### config.mk
export PLATFORM = sky130hd
export DESIGN_NAME = vreg_cache
export DESIGN_NICKNAME = d
export VERILOG_FILES = /design/src/rtl/vrc_pkg.sv /design/src/rtl/vrc_lru.sv /design/src/rtl/vrc_seq.sv /design/src/rtl/vreg_cache.sv
export SDC_FILE = /design/constraint.sdc
export NUM_CORES = 2
export LEC_CHECK = 0
export BUFFER_PORTS_ARGS = -buffer_cell sky130_fd_sc_hd__buf_2
export CAP_MARGIN = 15
export CORE_AREA = 10 10 310 372
export DETAILED_ROUTE_END_ITERATION = 10
export DIE_AREA = 0 0 320 382
export MAX_ROUTING_LAYER = met4
export PLACE_DENSITY_LB_ADDON = 0.12
export SETUP_SLACK_MARGIN = 0.05
export SLEW_MARGIN = 20
export SYNTH_ARGS = -nofsm -noshare
export SYNTH_HDL_FRONTEND = slang
export SYNTH_SLANG_ARGS = --single-unit
export TNS_END_PERCENT = 10
### constraint.sdc
create_clock -name clk -period 14.8 [get_ports clk]
set_input_delay 3.7 -clock clk [delete_from_list [all_inputs] [get_ports clk]]
set_output_delay 3.7 -clock clk [all_outputs]
set_load 0.005 [all_outputs]
### src/rtl/vrc_pkg.sv
package vrc_pkg;
  typedef enum logic [2:0] {
    SEQ_IDLE,
    SEQ_SPILL,
    SEQ_FILL_REQ,
    SEQ_FILL_WAIT,
    SEQ_INSTALL,
    SEQ_FLUSH
  } seq_state_e;
endpackage

### src/rtl/vrc_lru.sv
// Recency tracker: one age per slot forming a permutation, 0 = newest.
module vrc_lru #(
  parameter int N_SLOTS = 8,
  localparam int SW = $clog2(N_SLOTS)
) (
  input  logic               clk,
  input  logic               rst_n,
  input  logic               touch,
  input  logic [SW-1:0]      touch_slot,
  input  logic [N_SLOTS-1:0] slot_valid,
  output logic [SW-1:0]      victim
);
  logic [SW-1:0]      age_q [N_SLOTS];
  logic [SW-1:0]      age_d [N_SLOTS];
  logic [N_SLOTS-1:0] oldest_vec;
  logic               inv_any;
  logic [SW-1:0]      inv_sel;
  logic [SW-1:0]      old_sel;

  always_comb begin
    for (int i = 0; i < N_SLOTS; i++) begin
      age_d[i] = age_q[i];
      if (touch) begin
        if (SW'(i) == touch_slot)
          age_d[i] = '0;
        else if (age_q[i] < age_q[touch_slot])
          age_d[i] = age_q[i] + 1'b1;
      end
    end
  end

  always_ff @(posedge clk or negedge rst_n) begin
    if (!rst_n) begin
      for (int i = 0; i < N_SLOTS; i++) age_q[i] <= SW'(i);
    end else if (touch) begin
      for (int i = 0; i < N_SLOTS; i++) age_q[i] <= age_d[i];
    end
  end

  always_comb begin
    inv_any = 1'b0;
    inv_sel = '0;
    old_sel = '0;
    for (int i = N_SLOTS - 1; i >= 0; i--) begin
      oldest_vec[i] = (age_q[i] == SW'(N_SLOTS - 1));
      if (!slot_valid[i]) begin
        inv_any = 1'b1;
        inv_sel = SW'(i);
      end
    end
    for (int i = 0; i < N_SLOTS; i++)
      if (oldest_vec[i]) old_sel = SW'(i);
    victim = inv_any ? inv_sel : old_sel;
  end


  lru_single_oldest_chk: assert property (@(posedge clk) disable iff (!rst_n)
    $countones(oldest_vec) == 1);
endmodule

### src/rtl/vrc_seq.sv
// Miss / write-back / fill / flush sequencer.
module vrc_seq
  import vrc_pkg::*;
#(
  parameter int N_SLOTS = 8,
  parameter int IDX_W   = 5,
  localparam int SW = $clog2(N_SLOTS)
) (
  input  logic               clk,
  input  logic               rst_n,
  input  logic               req_valid,
  input  logic               req_write,
  input  logic [IDX_W-1:0]   req_idx,
  input  logic               hit,
  input  logic               flush,
  input  logic [SW-1:0]      victim,
  input  logic [N_SLOTS-1:0] slot_valid,
  input  logic [N_SLOTS-1:0] slot_dirty,
  input  logic               mem_gnt,
  input  logic               mem_rvalid,
  output logic               ready,
  output logic               mem_req,
  output logic               mem_we,
  output logic [SW-1:0]      cur_slot,
  output logic [IDX_W-1:0]   tgt_idx,
  output logic               spill_done,
  output logic               install,
  output logic               fill_done,
  output logic               clear_all
);
  seq_state_e        state_q, state_d;
  logic [SW-1:0]     cur_q, cur_d;
  logic [IDX_W-1:0]  tgt_q, tgt_d;
  logic              wr_q, wr_d;
  logic              state_en;

  always_comb begin
    state_d    = state_q;
    cur_d      = cur_q;
    tgt_d      = tgt_q;
    wr_d       = wr_q;
    ready      = 1'b0;
    mem_req    = 1'b0;
    mem_we     = 1'b0;
    spill_done = 1'b0;
    install    = 1'b0;
    fill_done  = 1'b0;
    clear_all  = 1'b0;
    unique case (state_q)
      SEQ_IDLE: begin
        ready = !flush && (!req_valid || hit);
        if (flush) begin
          state_d = SEQ_FLUSH;
          cur_d   = '0;
        end else if (req_valid && !hit) begin
          cur_d = victim;
          tgt_d = req_idx;
          wr_d  = req_write;
          if (slot_valid[victim] && slot_dirty[victim]) state_d = SEQ_SPILL;
          else state_d = req_write ? SEQ_INSTALL : SEQ_FILL_REQ;
        end
      end
      SEQ_SPILL: begin
        mem_req = 1'b1;
        mem_we  = 1'b1;
        if (mem_gnt) begin
          spill_done = 1'b1;
          state_d    = wr_q ? SEQ_INSTALL : SEQ_FILL_REQ;
        end
      end
      SEQ_FILL_REQ: begin
        mem_req = 1'b1;
        if (mem_gnt) state_d = SEQ_FILL_WAIT;
      end
      SEQ_FILL_WAIT: begin
        if (mem_rvalid) begin
          fill_done = 1'b1;
          state_d   = SEQ_IDLE;
        end
      end
      SEQ_INSTALL: begin
        install = 1'b1;
        state_d = SEQ_IDLE;
      end
      SEQ_FLUSH: begin
        mem_req = slot_valid[cur_q] && slot_dirty[cur_q];
        mem_we  = mem_req;
        if (!mem_req || mem_gnt) begin
          spill_done = mem_req;
          if (cur_q == SW'(N_SLOTS - 1)) begin
            clear_all = 1'b1;
            state_d   = SEQ_IDLE;
          end else begin
            cur_d = cur_q + 1'b1;
          end
        end
      end
      default: state_d = SEQ_IDLE;
    endcase
  end

  assign state_en = (state_d != state_q) || (cur_d != cur_q);

  always_ff @(posedge clk or negedge rst_n) begin
    if (!rst_n) begin
      state_q <= SEQ_IDLE;
      cur_q   <= '0;
      tgt_q   <= '0;
      wr_q    <= 1'b0;
    end else if (state_en) begin
      state_q <= state_d;
      cur_q   <= cur_d;
      tgt_q   <= tgt_d;
      wr_q    <= wr_d;
    end
  end

  assign cur_slot = cur_q;
  assign tgt_idx  = tgt_q;


  mem_fields_hold_chk: assert property (@(posedge clk) disable iff (!rst_n)
    mem_req && !mem_gnt |=> mem_req && $stable(mem_we) && $stable(cur_q) && $stable(tgt_q));

  flush_no_accept_chk: assert property (@(posedge clk) disable iff (!rst_n)
    state_q == SEQ_FLUSH |-> !ready);
endmodule

### src/rtl/vreg_cache.sv
// Vector register file with 32 architectural entries cached in N_SLOTS slots.
module vreg_cache #(
  parameter int              N_ARCH    = 32,
  parameter int              N_SLOTS   = 8,
  parameter int              VLEN      = 128,
  parameter int              ADDR_W    = 32,
  parameter logic [ADDR_W-1:0] BASE_ADDR = 32'h0000_1000,
  localparam int IDX_W = $clog2(N_ARCH),
  localparam int SW    = $clog2(N_SLOTS),
  localparam int BYTES = VLEN / 8
) (
  input  logic              clk,
  input  logic              rst_n,
  input  logic              req_valid,
  output logic              req_ready,
  input  logic              req_write,
  input  logic [IDX_W-1:0]  req_idx,
  input  logic [VLEN-1:0]   req_wdata,
  output logic              rsp_valid,
  output logic [VLEN-1:0]   rsp_rdata,
  input  logic              flush,
  output logic              mem_req,
  input  logic              mem_gnt,
  output logic              mem_we,
  output logic [ADDR_W-1:0] mem_addr,
  output logic [VLEN-1:0]   mem_wdata,
  input  logic              mem_rvalid,
  input  logic [VLEN-1:0]   mem_rdata
);
  logic [VLEN-1:0]    data_q [N_SLOTS];
  logic [IDX_W-1:0]   tag_q  [N_SLOTS];
  logic [N_SLOTS-1:0] valid_q, dirty_q;
  logic [N_SLOTS-1:0] wr_en, fill_en, inst_en, spl_en;
  logic               hit_any, acc, map_dup;
  logic [SW-1:0]      hit_slot, victim, cur_slot;
  logic [IDX_W-1:0]   tgt_idx, addr_idx;
  logic               spill_done, install, fill_done, clear_all;

  always_comb begin
    hit_any  = 1'b0;
    hit_slot = '0;
    for (int i = 0; i < N_SLOTS; i++) begin
      if (valid_q[i] && tag_q[i] == req_idx) begin
        hit_any  = 1'b1;
        hit_slot = SW'(i);
      end
    end
  end

  assign acc = req_valid && req_ready;

  vrc_lru #(.N_SLOTS(N_SLOTS)) u_lru (
    .clk        (clk),
    .rst_n      (rst_n),
    .touch      (acc),
    .touch_slot (hit_slot),
    .slot_valid (valid_q),
    .victim     (victim)
  );

  vrc_seq #(.N_SLOTS(N_SLOTS), .IDX_W(IDX_W)) u_seq (
    .clk        (clk),
    .rst_n      (rst_n),
    .req_valid  (req_valid),
    .req_write  (req_write),
    .req_idx    (req_idx),
    .hit        (hit_any),
    .flush      (flush),
    .victim     (victim),
    .slot_valid (valid_q),
    .slot_dirty (dirty_q),
    .mem_gnt    (mem_gnt),
    .mem_rvalid (mem_rvalid),
    .ready      (req_ready),
    .mem_req    (mem_req),
    .mem_we     (mem_we),
    .cur_slot   (cur_slot),
    .tgt_idx    (tgt_idx),
    .spill_done (spill_done),
    .install    (install),
    .fill_done  (fill_done),
    .clear_all  (clear_all)
  );

  for (genvar g = 0; g < N_SLOTS; g++) begin : g_slot_en
    assign wr_en[g]   = acc && req_write && (hit_slot == SW'(g));
    assign fill_en[g] = fill_done  && (cur_slot == SW'(g));
    assign inst_en[g] = install    && (cur_slot == SW'(g));
    assign spl_en[g]  = spill_done && (cur_slot == SW'(g));
  end

  always_ff @(posedge clk) begin
    for (int i = 0; i < N_SLOTS; i++) begin
      if (wr_en[i])        data_q[i] <= req_wdata;
      else if (fill_en[i]) data_q[i] <= mem_rdata;
    end
  end

  always_ff @(posedge clk or negedge rst_n) begin
    if (!rst_n) begin
      valid_q <= '0;
      dirty_q <= '0;
      for (int i = 0; i < N_SLOTS; i++) tag_q[i] <= '0;
    end else begin
      for (int i = 0; i < N_SLOTS; i++) begin
        if (clear_all)                    valid_q[i] <= 1'b0;
        else if (fill_en[i] || inst_en[i]) valid_q[i] <= 1'b1;
        if (clear_all)                    dirty_q[i] <= 1'b0;
        else if (wr_en[i])                dirty_q[i] <= 1'b1;
        else if (fill_en[i] || inst_en[i] || spl_en[i]) dirty_q[i] <= 1'b0;
        if (fill_en[i] || inst_en[i])     tag_q[i] <= tgt_idx;
      end
    end
  end

  assign rsp_valid = acc && !req_write;
  assign rsp_rdata = data_q[hit_slot];
  assign addr_idx  = mem_we ? tag_q[cur_slot] : tgt_idx;
  assign mem_addr  = BASE_ADDR + ADDR_W'(addr_idx) * ADDR_W'(BYTES);
  assign mem_wdata = data_q[cur_slot];

  always_comb begin
    map_dup = 1'b0;
    for (int i = 0; i < N_SLOTS; i++)
      for (int j = i + 1; j < N_SLOTS; j++)
        if (valid_q[i] && valid_q[j] && tag_q[i] == tag_q[j]) map_dup = 1'b1;
  end


  map_unique_chk: assert property (@(posedge clk) disable iff (!rst_n) !map_dup);

  accept_is_hit_chk: assert property (@(posedge clk) disable iff (!rst_n)
    req_valid && req_ready |-> hit_any);

  write_marks_dirty_chk: assert property (@(posedge clk) disable iff (!rst_n)
    req_valid && req_ready && req_write |=> dirty_q[$past(hit_slot)]);

  spill_only_dirty_chk: assert property (@(posedge clk) disable iff (!rst_n)
    mem_req && mem_we |-> valid_q[cur_slot] && dirty_q[cur_slot]);

  fill_clean_chk: assert property (@(posedge clk) disable iff (!rst_n)
    fill_done |=> valid_q[$past(cur_slot)] && !dirty_q[$past(cur_slot)]);

  mem_addr_hold_chk: assert property (@(posedge clk) disable iff (!rst_n)
    mem_req && !mem_gnt |=> mem_req && $stable(mem_addr) && $stable(mem_wdata));
endmodule

==> results_dict.tcl <==
set metrics [dict create \
    status "finished clean" \
    syn_avg_cell_area_um2 13.3 \
    drt_iter0_markers 5956 \
    rows 132 \
    grt_antenna_before_repair 74 \
    drc 0 \
    startpoint "req_idx[4]" \
    grt_overflow_total 0 \
    die_w_um 320 \
    synth_top_area_share_pct 47.8 \
    clk-insertion-delay-late_ns 0.76 \
    ctsResizeCount 0 \
    maxSlewViolCount 0 \
    grt_max_degree 188 \
    synthDistinctLibCells 64 \
    wl_um 214000 \
    ys_async_sr_fraction_pct 8.24 \
    finClkSkew_ns 0.0277 \
    vias 46401 \
    end_kind "primary output" \
    hold_viol_final 0 \
    fin_crit_ns 11.81 \
    routed_via_density 6.84 \
    leakagePower_nw 24.9 \
    fin_nets 5494 \
    min_path_type "register to register" \
    yosys.area.top_type "edfxtp_1" \
    numCtsBuffers 118 \
    ir_drop_v 0.000168 \
    tritoncts "yes" \
    wl_per_cell_um 31.5 \
    worstPathMaxFanout 130 \
    io_pins 560 \
    drt-pass1-iter-count 6 \
    cts_max_level 3 \
    arrival_ns 8.11 \
    gp_congestion 0.907 \
    finalSetupTns_ns 0 \
    die-area_um2 122000 \
    r2r_start "tag_q[2]" \
    cts_sinks 1116 \
    rr_worst_depth 12 \
    crit_type "input port to primary output" \
    clock.fmax_mhz 84.6 \
    postCtsSetupRepairBufs 0 \
    setup_viol 0 \
    rsz0062_at_grt "no" \
    dp_hpwl_um 116000 \
    yosys_warnings 0 \
    holdBufCountCts 0 \
    powerDensity_nw_per_um2 162 \
    initial_core_util_pct 59.8 \
    worstMarginPinSlew_ns 1.27 \
    syn-cell-area_um2 64300 \
    crit_end "rsp_rdata[12]" \
    reg2reg_to "data_q[5][81]" \
    clock_path_buffers 3 \
    ff2ff_setup_slack_ns 8.05 \
    synthCells 4851 \
    slew_headroom_pct 15.2 \
    ant_nets 0 \
    cap_violations 0 \
    ys.flop_type "edfxtp_1" \
    yosys-top-cells-area "edfxtp_1, mux2_2, mux4_2" \
    cts_root_buffer "clkbuf_16" \
    ys_ff_latch 1116 \
    layout-drive-gt1-share_pct 45.9 \
    ys_seq_area_share_pct 51.4 \
    grt_pass1_vias 47707 \
    finalCritPeriodShare_pct 79.8 \
    path_clk_slew_ns 0.06 \
    fin_cells 6779 \
    die_h_um 382 \
    start_kind "input port" \
    grt_pass1_wl_um 314000 \
    syn2layout_area_growth_pct 12.2 \
    cp_data_required_time_ns 11.10 \
    portBuffers 532 \
    grt_use_total_pct 35.2 \
    synth_edf_count 1024 \
    core_area_um2 108000 \
    place_inst 6476 \
]
-- stage by stage --
step	hold slack [ns]	utilization, %	power [mW]	setup slack [ns]	instance area, um2
after floorplan	0.459	-	6.89	0.632	64400
after global placement	0.478	63.3	8.67	3.22	68000
after detailed placement	0.480	63.3	8.72	3.14	68100
after CTS	0.489	66.9	11.7	3.13	71900
after global routing	0.503	67.1	12.2	2.86	72100
final	0.488	67.1	11.7	2.99	72100
-- cell families after synthesis --
kind of cell | after synthesis | synth area share [%]
flip-flops | 1116 | 51.4
AO/OA/AOI/OAI | 535 | 6.09
multiplexers | 1472 | 30.5
XOR/XNOR | 41 | 0.558
adder cells (fa/ha/maj) | 35 | 0.681
other | 2 | 0.0117
buffers and inverters | 430 | 2.81
AND/OR/NAND/NOR | 1220 | 7.97
-- placed cells by master, fill, tap and decap left out, drive strengths merged, types with 50 or more instances in the layout --
| master | instances |
|---|---|
| clkbuf | 158 |
| nand2 | 832 |
| mux4 | 267 |
| o221a | 128 |
| dfrtp | 80 |
| a31oi | 148 |
| mux2 | 1205 |
| clkinv | 50 |
| a21oi | 166 |
| nand3 | 277 |
| diode | 77 |
| buf | 610 |
| edfxtp | 1024 |
-- cell usage after synthesis, drive strengths merged, types with 3 or more instances --
cell type / number
nand2b: 9
o2bb2ai: 3
ha: 35
o22ai: 3
o211ai: 13
o221a: 128
xnor2: 12
o221ai: 3
edfxtp: 1024
nor3: 11
buf: 119
inv: 15
clkbuf: 296
a21oi: 166
a21o: 3
o21ai: 29
mux2: 1205
nand4: 4
dfstp: 12
nor2: 49
dfrtp: 80
a22o: 13
and3: 8
nor2b: 6
nor3b: 5
xor2: 29
nand3: 277
nor4: 11
a2111oi: 4
a311oi: 5
nand2: 832
a31oi: 148
mux4: 267
-- registers in the layout, indices dropped and copies added, names as in the netlist --
register        cells
data_q           1024
dirty_q             8
tag_q              40
u_lru.age_q        24
u_seq.cur_slot      3
u_seq.state_q       3
u_seq.tgt_idx       5
u_seq.wr_q          1
valid_q             8
-- cell type report --
type                            count  area (um2)
Antenna cell                       77         193
Multi-Input combinational cell   3330       29800
Sequential cell                  1116       33100
Inverter                           15        56.3
Clock inverter                     66         517
Clock buffer                      158        3270
Fill cell                        7914       35400
Timing Repair Buffer              610        3500
Tap cell                         1407        1760
-- layer usage --
| layer | vias to the layer above | track usage (%) | share of wire (%) |
|---|---|---|---|
| met5 | - | - | 0 |
| met3 | 557 | 8.71 | 11 |
| met1 | 23267 | 42.5 | 36 |
| met4 | 0 | 17.5 | 4.1 |
| li1 | 19581 | - | - |
| met2 | 2996 | 55.2 | 48 |
-- critical path: stages --
cell and delay [ns]:
buf_2 0.19, xor2_1 0.19, nor4_2 0.48, nand3_4 0.72, nand4_1 1.11, buf_12 0.65, nand2_1 0.15, nand3_1 0.12
a21oi_1 0.08, a31oi_1 0.25, o221a_2 0.22, buf_2 0.11
-- how the worst min path moves through the flow --
stage / depth (start not counted) / start / to
2_1_floorplan: 2 / u_lru.age_q[1] / u_lru.age_q[1]
3_3_place_gp: 2 / u_lru.age_q[1] / u_lru.age_q[1]
3_5_place_dp: 2 / u_lru.age_q[1] / u_lru.age_q[1]
4_1_cts: 2 / u_lru.age_q[1] / u_lru.age_q[1]
5_1_grt: 2 / u_lru.age_q[1] / u_lru.age_q[1]
6_report: 2 / u_lru.age_q[1] / u_lru.age_q[1]
-- where the power goes --
group / internal (mW) / switching (mW) / total (mW)
Clock: 1.66 / 1.29 / 2.95
Combinational: 2.11 / 2.76 / 4.87
Sequential: 3.66 / 0.214 / 3.88
Power figures use the tool's default switching activity.
